File: config.mk
export PLATFORM = sky130hd
export DESIGN_NAME = nco_pwm
export DESIGN_NICKNAME = d
export VERILOG_FILES = /design/src/rtl/nco_pwm_pkg.sv /design/src/rtl/nco_pwm_regs.sv /design/src/rtl/nco_pwm_xfer.sv /design/src/rtl/nco_pwm_core.sv /design/src/rtl/nco_pwm.sv
export SDC_FILE = /design/constraint.sdc
export NUM_CORES = 1
export LEC_CHECK = 0
export BUFFER_PORTS_ARGS = -buffer_cell sky130_fd_sc_hd__buf_2
export CAP_MARGIN = 30
export CORE_ASPECT_RATIO = 1.5
export CORE_MARGIN = 4
export CORE_UTILIZATION = 30
export CTS_BUF_LIST = sky130_fd_sc_hd__clkbuf_4
export CTS_CLUSTER_SIZE = 20
export DETAILED_ROUTE_END_ITERATION = 6
export PLACE_DENSITY = 0.56
export SLEW_MARGIN = 20
export SYNTH_ARGS = -nofsm -noshare
export SYNTH_HDL_FRONTEND = slang
export SYNTH_SLANG_ARGS = --single-unit
File: constraint.sdc
create_clock -name clk -period 6.83 [get_ports clk]
set_input_delay 1.366 -clock clk [delete_from_list [all_inputs] [get_ports clk]]
set_output_delay 1.366 -clock clk [all_outputs]
set_load 0.01 [all_outputs]
File: src/rtl/nco_pwm_pkg.sv
package nco_pwm_pkg;
  localparam int CTL_EN_BIT  = 31;
  localparam int CTL_UPD_BIT = 30;
  localparam int THR_W       = 8;
  localparam int STEP_LSB    = 8;
  localparam int WORD_W      = 32;
endpackage

File: src/rtl/nco_pwm_regs.sv
module nco_pwm_regs
  import nco_pwm_pkg::*;
#(
  parameter int RATE_W = 22,
  parameter int ADDR_W = 10
) (
  input  logic              clk,
  input  logic              rst_n,
  input  logic              wr_en,
  input  logic [ADDR_W-1:0] reg_addr,
  input  logic [WORD_W-1:0] wr_data,
  input  logic              xfer_fire,
  output logic              sh_en,
  output logic [RATE_W-1:0] sh_step,
  output logic [THR_W-1:0]  sh_thr,
  output logic              pend,
  output logic              upd_req,
  output logic [WORD_W-1:0] rd_data
);
  logic addr_hit;
  logic wr_hit;

  assign addr_hit = (reg_addr == '0);
  assign wr_hit   = wr_en && addr_hit;
  assign upd_req  = wr_hit && wr_data[CTL_UPD_BIT];

  always_ff @(posedge clk or negedge rst_n) begin
    if (!rst_n) begin
      sh_en   <= 1'b0;
      sh_step <= '0;
      sh_thr  <= '0;
    end else if (wr_hit) begin
      sh_en   <= wr_data[CTL_EN_BIT];
      sh_step <= wr_data[STEP_LSB +: RATE_W];
      sh_thr  <= wr_data[THR_W-1:0];
    end
  end

  // a fresh request outranks the clear caused by a copy in the same cycle
  always_ff @(posedge clk or negedge rst_n) begin
    if (!rst_n)         pend <= 1'b0;
    else if (upd_req)   pend <= 1'b1;
    else if (xfer_fire) pend <= 1'b0;
  end

  always_comb begin
    rd_data = '0;
    if (addr_hit) begin
      rd_data[CTL_EN_BIT]            = sh_en;
      rd_data[CTL_UPD_BIT]           = pend;
      rd_data[STEP_LSB +: RATE_W]    = sh_step;
      rd_data[THR_W-1:0]             = sh_thr;
    end
  end
endmodule

File: src/rtl/nco_pwm_xfer.sv
module nco_pwm_xfer
  import nco_pwm_pkg::*;
#(
  parameter int RATE_W = 22
) (
  input  logic              clk,
  input  logic              rst_n,
  input  logic              pend,
  input  logic              sh_en,
  input  logic [RATE_W-1:0] sh_step,
  input  logic [THR_W-1:0]  sh_thr,
  input  logic              acc_wrap,
  output logic [RATE_W-1:0] act_step,
  output logic [THR_W-1:0]  act_thr,
  output logic              upd_seen,
  output logic              gen_run,
  output logic              xfer_fire
);
  logic boundary;

  assign gen_run   = sh_en && upd_seen;
  assign boundary  = acc_wrap || (act_step == '0);
  assign xfer_fire = pend && (!gen_run || boundary);

  always_ff @(posedge clk or negedge rst_n) begin
    if (!rst_n) begin
      act_step <= '0;
      act_thr  <= '0;
      upd_seen <= 1'b0;
    end else if (xfer_fire) begin
      act_step <= sh_step;
      act_thr  <= sh_thr;
      upd_seen <= 1'b1;
    end
  end
endmodule

File: src/rtl/nco_pwm_core.sv
module nco_pwm_core
  import nco_pwm_pkg::*;
#(
  parameter int RATE_W = 22
) (
  input  logic              clk,
  input  logic              rst_n,
  input  logic              gen_run,
  input  logic [RATE_W-1:0] act_step,
  input  logic [THR_W-1:0]  act_thr,
  output logic [RATE_W-1:0] acc,
  output logic              acc_wrap,
  output logic              pwm_out
);
  localparam int TOP_LSB = RATE_W - THR_W;

  function automatic logic [RATE_W:0] phase_sum(input logic [RATE_W-1:0] a,
                                                input logic [RATE_W-1:0] s);
    return {1'b0, a} + {1'b0, s};
  endfunction

  function automatic logic above_thr(input logic [RATE_W-1:0] a,
                                     input logic [THR_W-1:0] t);
    return a[TOP_LSB +: THR_W] > t;
  endfunction

  logic [RATE_W:0] sum;

  assign sum      = phase_sum(acc, act_step);
  assign acc_wrap = gen_run && sum[RATE_W];
  assign pwm_out  = gen_run && above_thr(acc, act_thr);

  always_ff @(posedge clk or negedge rst_n) begin
    if (!rst_n)       acc <= '0;
    else if (gen_run) acc <= sum[RATE_W-1:0];
    else              acc <= '0;
  end
endmodule

File: src/rtl/nco_pwm.sv
module nco_pwm
  import nco_pwm_pkg::*;
#(
  parameter int RATE_W = 22,
  parameter int ADDR_W = 10
) (
  input  logic              clk,
  input  logic              rst_n,
  input  logic              wr_en,
  input  logic [ADDR_W-1:0] reg_addr,
  input  logic [31:0]       wr_data,
  output logic [31:0]       rd_data,
  output logic              pwm_out
);
  logic              sh_en;
  logic [RATE_W-1:0] sh_step;
  logic [THR_W-1:0]  sh_thr;
  logic              pend;
  logic              upd_req;
  logic [RATE_W-1:0] act_step;
  logic [THR_W-1:0]  act_thr;
  logic              upd_seen;
  logic              gen_run;
  logic              xfer_fire;
  logic [RATE_W-1:0] acc;
  logic              acc_wrap;

  nco_pwm_regs #(.RATE_W(RATE_W), .ADDR_W(ADDR_W)) regs_i (
    .clk(clk), .rst_n(rst_n), .wr_en(wr_en), .reg_addr(reg_addr),
    .wr_data(wr_data), .xfer_fire(xfer_fire), .sh_en(sh_en),
    .sh_step(sh_step), .sh_thr(sh_thr), .pend(pend), .upd_req(upd_req),
    .rd_data(rd_data)
  );

  nco_pwm_xfer #(.RATE_W(RATE_W)) xfer_i (
    .clk(clk), .rst_n(rst_n), .pend(pend), .sh_en(sh_en),
    .sh_step(sh_step), .sh_thr(sh_thr), .acc_wrap(acc_wrap),
    .act_step(act_step), .act_thr(act_thr), .upd_seen(upd_seen),
    .gen_run(gen_run), .xfer_fire(xfer_fire)
  );

  nco_pwm_core #(.RATE_W(RATE_W)) core_i (
    .clk(clk), .rst_n(rst_n), .gen_run(gen_run), .act_step(act_step),
    .act_thr(act_thr), .acc(acc), .acc_wrap(acc_wrap), .pwm_out(pwm_out)
  );
endmodule

* Word-level counts from Yosys, hierarchy flattened
Index checks and enable logic that the tools add are counted. Widths: inputs -> output; s select.
Operators by class: $add $sub $neg 1, $lt $le $gt $ge 1, muxes and demuxes 4, reductions and logical operators 12
Operators with widths (number):
- $mux 32 | 1
- $add 22x22->23 | 1
- $logic_not 22->1 | 1
- $mux 22 | 1
- $logic_not 10->1 | 1
- $gt 8x8->1 | 1
- $logic_and 1x1->1 | 6
- $logic_or 1x1->1 | 2
- $mux 1 | 2
- $reduce_bool 2->1 | 1
- $logic_not 1->1 | 1
Storage, ports and cells: register bits 85, input bits 45, output and inout port bits 33, word-level logic and storage cells 26

* Logic depth before layout (Yosys ltp)
Gate-level depths: netlist of the first run.
depth after elaboration 7, gate-level depth with buffers 9, mapped depth without buffers 8

* Modules after synthesis
From an unflattened synthesis of the first run, not the netlist that was laid out.
Second synthesis, totals: cell total of the unflattened synthesis 550, area total of the unflattened synthesis 5510.3 µm²
Modules (own cells, without submodules):
- nco_pwm_core | instances 1, cells an instance 237, area each 2102.0 µm², seq. area each 550.5 µm²
- nco_pwm_xfer | instances 1, cells an instance 202, area each 1798.0 µm², seq. area each 775.7 µm²
- nco_pwm_regs | instances 1, cells an instance 111, area each 1610.3 µm², seq. area each 800.8 µm²

* Least setup slack after synthesis of the first run
No wires, ideal clock.
kind input -> output, start point input reg_addr[5], end point output rd_data[10], data arrival time 2.645 ns, required time 5.464 ns, slack 2.819 ns, cell stages on the path 4, buffers on the path 1, cells stage by stage or4_1 > nor4_4 > clkbuf_1 > and2_1
Between the ends: longest elaborated chain between the ends 2
Ends and longest elaborated chain:
- start, declared | line nco_pwm.sv:10 | input logic [ADDR_W-1:0] reg_addr,
- $logic_not 10->1 | line nco_pwm_regs.sv:23 | assign addr_hit = (reg_addr == '0);
- $mux 32 | line nco_pwm_regs.sv:48 | if (addr_hit) begin
- end, declared | line nco_pwm.sv:12 | output logic [31:0] rd_data,
Every way passes these cells.

* Final worst setup path of the first run
start point input reg_addr[5], end point output rd_data[16]
The elaborated chain is that of the path after synthesis.

==> results.cfg, run 1 <==
[floorplan]
core_um2 = 15100
num_io_pins = 78
dieArea_um2 = 17600
placementRows = 55
initial_core_util_pct = 30.7
dieHeight_um = 160
die_x_um = 110

[route]
first_pass_iters = 4
post_drt_wl_per_cell_um = 15.4
wl_um = 10800
drtIter0Drc = 143
antenna_left = 0
via_per_inst = 4.92
drcViolationCount = 0
num_vias = 3467

[power]
clkPwrFrac_pct = 38.6
peakVddDrop_uv = 81.5
switching_share_pct = 23.3
p_switching_uw = 203
power.leakage_nw = 2.83
power_frac_seq_pct = 58.2
p_per_area_nw_per_um2 = 161
p_int_uw = 670
pwr-share-comb_pct = 3.2

[setup_path]
cp_top_family = simple AND/OR/NAND/NOR gates
cp_num_buf_inv = 3
path_max_fanout = 33
endpoint_kind = output pin
cp_slowest_cell = or4_1
critical_path_required_ns = 5.46
worstPathArrival_ns = 2.91
worstSetupPathType = primary input to output pin
start_kind = primary input
slowest_delay_ns = 0.56
cp_cell_sequence = buf_2, or4_1, nor4_4, buf_4, and2_1, buf_2
cpMostUsedCell = buf_2

[sta]
holdWs_ns = 0.509
tightest_slew_ns = 0.850
timing.final.crit_share_pct = 62.7
fin_setup_tns_ns = 0
worst_clock_skew_ns = 0.0277
slew_headroom_pct = 43.3
finalCriticalPeriod_ns = 4.28
final-hold-violation-count = 0
setup_viol = 0
fmaxAchievable_mhz = 234
finalMaxSlewViolations = 0
rsz0062_at_grt = no

[synthesis]
synth_top_cell_area_share_pct = 45.8
synthTopCellsByCount = dfrtp_1 (85), mux2_2 (58), and2_1 (35)
syn_area_um2 = 4640
async_reset_ff_share_pct = 100
synth-edff-count = 0
synth.net_count = 501
synthCells = 425
ys_ff_latch = 85
synth_flop_cell = dfrtp_1
ys_seq_area_share_pct = 45.8
avgSynthCellArea_um2 = 10.9
synth_warnings = 0
synth_area_leaders = dfrtp_1 (46%), mux2_2 (14%), ha_1 (8.1%)
synth_top_area_cell = dfrtp_1
synth_cell_type_count = 44
yosysMostFrequentCell = dfrtp_1

[layout]
syn_to_final_growth_pct = 16.5
fillers = 1580
drive_above_1_share_pct = 31.5
fin_nets = 577

[clock_network]
clk_pin_slew_ns = 0.14
clockBufferDepth = 2
cts_hold_buf = 0
cts_tree = built
root_buffer = clkbuf_4
clk_latency_ns = 0.45
cts_resized = 0
cts.sinks = 85
h-tree-depth = 3
postCtsSetupRepairBufs = 0
numCtsBuffers = 9

[global_routing]
gr-total-overflow = 0
grt_max_degree = 54
grt_pass1_vias = 3659
track_usage_pct = 13.0
grt_pass1_wl_um = 18100
antenna_found_initial = 1

[place]
dp_hpwl_um = 8070
gp_congestion = 0.895
io_buffers = 77

[flow_run]
drv_cap = 0

[outcome]
status = finished clean

[min_path]
min_path_type = flip-flop to flip-flop
==> through the flow <==
step	total power [mW]	worst slack, ns	instance area, µm²	instances	util (%)
floorplan	0.520	2.82	4640	425	-
global placement	0.544	2.60	5210	688	34.4
detailed placement	0.547	2.55	5240	689	34.6
CTS	0.887	2.55	5400	704	35.7
global route	0.913	2.44	5410	705	35.7
finish	0.873	2.55	5410	705	35.7
==> kinds of logic (layout without fill, tap and decap cells) <==
| group | after synthesis | count (layout) | synth area share [%] |
|---|---|---|---|
| AND/OR/NAND/NOR | 137 | 137 | 16.0 |
| flip-flops | 85 | 85 | 45.8 |
| AO/OA/AOI/OAI | 70 | 70 | 9.41 |
| multiplexers | 64 | 64 | 15.4 |
| adder cells (fa/ha/maj) | 31 | 31 | 8.52 |
| buffers and inverters | 27 | 107 | 2.75 |
| XOR/XNOR | 11 | 11 | 2.08 |
| other | 0 | 1 | 0 |
==> worst reg2reg max path, delay by kind of cell, from the launching register on <==
kind | cells | cell delay, ns
AOI/OAI and AO/OA | 4 | 1.36
adders and majority gates | 2 | 0.69
DFF | 1 | 0.45
muxes | 1 | 0.42
and+or+nand+nor | 1 | 0.10
==> per-layer routing <==
metal	track usage, %	vias to the layer above	part of all wire [%]
met5	0	-	0
met1	15.1	1686	39
met3	2.33	18	4.9
met2	22.4	83	53
li1	-	1680	-
met4	6.47	0	3.1
==> flip-flops by register name (all words and copies together), names as in the netlist <==
signal           count
core_i.acc          22
regs_i.pend          1
regs_i.sh_en         1
regs_i.sh_step      22
regs_i.sh_thr        8
xfer_i.act_step     22
xfer_i.act_thr       8
xfer_i.upd_seen      1
==> layout make-up <==
| class | instances | area (µm²) | area share (%) |
|---|---|---|---|
| clock inverters | 6 | 95.1 | 1.76 |
| diodes | 1 | 2.50 | 0.0463 |
| well taps | 199 | 249 | 4.61 |
| repair buffers | 81 | 438 | 8.10 |
| flip-flops and latches | 85 | 2130 | 39.3 |
| multi-input cells | 313 | 2390 | 44.1 |
| inverters | 11 | 41.3 | 0.764 |
| clock buffers | 9 | 67.6 | 1.25 |
==> power by group through the flow <==
stage | clock network (mW) | registers (mW) | logic (mW)
2_1_floorplan | 0 | 0.517 | 0.00344
3_5_place_dp | 0 | 0.518 | 0.0290
6_report | 0.337 | 0.508 | 0.0277
4_1_cts | 0.349 | 0.508 | 0.0292
3_3_place_gp | 0 | 0.518 | 0.0263
5_1_grt | 0.372 | 0.509 | 0.0322
==> cell usage in the layout, fill, tap and decap left out, types with 2 or more instances in the layout <==
cell        synthesis  final
dfrtp_1            85     85
buf_2               3     76
mux2_2             58     58
and2_1             35     35
ha_1               30     30
nand2_1            29     29
a21oi_1            23     23
nor2_1             22     22
o21ai_0            16     16
inv_1              11     11
nor4_1              9      9
clkbuf_4            0      9
nand4_1             8      8
nand3_1             8      8
xor2_1              7      7
nor3_1              6      6
a21o_1              6      6
and3_1              5      5
or4_1               5      5
nand2b_1            4      4
a211oi_1            4      4
o21a_1              4      4
xnor2_1             4      4
buf_4               0      4
mux2i_1             3      3
mux2_1              3      3
o211ai_1            2      2
nor2b_1             2      2
a31oi_1             2      2
o21bai_1            2      2
o31a_1              2      2
a31o_2              2      2
bufinv_16           0      2
clkinvlp_4          0      2
==> worst paths after layout <==
check / startpoint / to / slack [ns] / depth (start not counted)
setup / recovery: reg_addr[5] / rd_data[16] / 2.55 / 6
hold / removal: xfer_i.act_thr[2] / xfer_i.act_thr[2] / 0.51 / 1
setup reg to reg: xfer_i.act_step[0] / xfer_i.act_step[9] / 3.68 / 8
hold reg to reg: xfer_i.act_thr[2] / xfer_i.act_thr[2] / 0.51 / 1
max in group asynchronous: rst_n / core_i.acc[4] / 5.26 / 3
min in group asynchronous: rst_n / regs_i.sh_step[17] / 0.71 / 1
No activity file was read; power rests on OpenSTA's default activity.
==> inputs of run 2 (changes only) <==
--- a/config.mk
+++ b/config.mk
@@ -13,7 +13,7 @@
 export CTS_BUF_LIST = sky130_fd_sc_hd__clkbuf_4
 export CTS_CLUSTER_SIZE = 20
 export DETAILED_ROUTE_END_ITERATION = 6
-export PLACE_DENSITY = 0.56
+export PLACE_DENSITY = 0.58
 export SLEW_MARGIN = 20
 export SYNTH_ARGS = -nofsm -noshare
 export SYNTH_HDL_FRONTEND = slang
==> constraint.sdc (replaced) <==
create_clock -name clk -period 3.6 [get_ports clk]
set_input_delay 0.72 -clock clk [delete_from_list [all_inputs] [get_ports clk]]
set_output_delay 0.72 -clock clk [all_outputs]
set_load 0.01 [all_outputs]
==> run 2 against run 1 <==
Effect of this change:
- combinational power grew 81%
- clock power is 76% higher
- sequential share of layout area about the same
- critical endpoint is now rd_data[30]
- worst hold slack worse by 0.38 ns
- worst setup slack got worse by 1.9 ns
- routed wire length up 2.1%
- first-iteration DRC count is 0.70% lower
- utilization hardly changed
==> results.cfg, run 2 (synthesis results as in run 1) <==
[outcome]
status = finished clean

[route]
wl_um = 11100
drtIter0Drc = 142
first_pass_iters = 4
post_drt_wl_per_cell_um = 15.6
num_vias = 3537
drcViolationCount = 0
via_per_inst = 4.98
antenna_left = 0

[place]
dp_hpwl_um = 8400
gp_congestion = 0.913
dp_slack_ns = 0.614
io_buffers = 77

[setup_path]
r2r_slack_ns = 0.78
rr_endpoint = core_i.acc[20]
worstPathArrival_ns = 2.25
worstSetupPathType = primary input to output pin
r2r.worst_path.cells = 8
reg2reg_from = xfer_i.act_step[0]
endpoint_kind = output pin
start_kind = primary input
path_max_fanout = 33
cp-startpoint = reg_addr[5]
critical_path_required_ns = 2.88

[global_routing]
grt_max_degree = 34
grt_pass1_vias = 3747
antenna_found_initial = 1
track_usage_pct = 13.7
gr-total-overflow = 0
grt_pass1_wl_um = 18900

[sta]
final-hold-violation-count = 0
rsz0062_at_grt = no
worst_clock_skew_ns = 0.0226
tightest_slew_ns = 0.575
layout_setup_ws_ns = 0.628
timing.final.crit_share_pct = 82.6
slew_headroom_pct = 61.5
setup_viol = 0
finalCriticalPeriod_ns = 2.97
fin_setup_tns_ns = 0
fmaxAchievable_mhz = 336
finalMaxSlewViolations = 0

[flow_run]
drv_cap = 0

[layout]
fin_nets = 581
final_common_cell = dfrtp_1
final_cell_mix = dfrtp_1 (85), buf_2 (76), mux2_2 (58), and2_1 (35), ha_1 (30)
fillers = 1591
drive_above_1_share_pct = 32.2
top_regs = core_i.acc (22), regs_i.sh_step (22), xfer_i.act_step (22)
syn_to_final_growth_pct = 16.4

[clock_network]
clk_latency_ns = 0.47
postCtsSetupRepairBufs = 0
cts_resized = 0
clk_pin_slew_ns = 0.16
cts.sinks = 85
clockBufferDepth = 2
numCtsBuffers = 9
cts_tree = built
cts_hold_buf = 0
h-tree-depth = 3
root_buffer = clkbuf_4

[floorplan]
placementRows = 55
num_io_pins = 78
die_x_um = 110
initial_core_util_pct = 30.7
dieArea_um2 = 17600
dieHeight_um = 160
core_um2 = 15100

[power]
p_per_area_nw_per_um2 = 297
power.leakage_nw = 2.84
peakVddDrop_uv = 144

[min_path]
min_path_type = primary input to async pin
==> run 2: through the flow <==
step / cells / hold slack [ns] / area, µm² / power [mW] / util (%)
final: 710 / 0.125 / 5400 / 1.61 / 35.7
after global routing: 710 / 0.105 / 5400 / 1.70 / 35.7
after CTS: 709 / 0.120 / 5400 / 1.64 / 35.7
after detailed placement: 693 / 0.486 / 5250 / 1.04 / 34.7
after global placement: 693 / 0.481 / 5250 / 1.03 / 34.7
after floorplan: 425 / 0.424 / 4640 / 0.987 / -
==> run 2: layer usage <==
layer	share of wire, %	track usage (%)	vias to the layer above	routed length (µm)
met5	0	0	-	0
met4	3.3	6.41	0	364
met3	3.6	2.49	23	395
met2	52	23.7	83	5810
met1	41	16.0	1749	4510
li1	-	-	1682	-
==> run 2: critical path, stage by stage <==
cell and delay, ns:
buf_2 0.09, or4_1 0.57, nor4_4 0.23, buf_4 0.33, and2_1 0.18, buf_2 0.12
==> run 2: worst max-delay path by stage <==
stage | end | depth (start not counted)
2_1_floorplan | rd_data[10] | 4
3_3_place_gp | rd_data[25] | 6
3_5_place_dp | rd_data[30] | 6
4_1_cts | rd_data[30] | 6
5_1_grt | rd_data[23] | 6
6_report | rd_data[30] | 6
==> run 2: cell type report <==
cell class                      instances  area (µm²)  share of cell area, %
Tap cell                              199         249                   4.61
Timing Repair Buffer                   85         448                   8.29
Sequential cell                        85        2130                   39.4
Antenna cell                            1        2.50                 0.0463
Clock inverter                          7        82.6                   1.53
Inverter                               11        41.3                  0.764
Multi-Input combinational cell        313        2390                   44.2
Clock buffer                            9        67.6                   1.25
==> run 2: power breakdown <==
group | total, mW | internal, mW | switching (mW)
clock | 0.593 | 0.224 | 0.370
combinational | 0.0500 | 0.0230 | 0.0269
sequential | 0.964 | 0.960 | 0.00384
total | 1.61 | 1.21 | 0.400
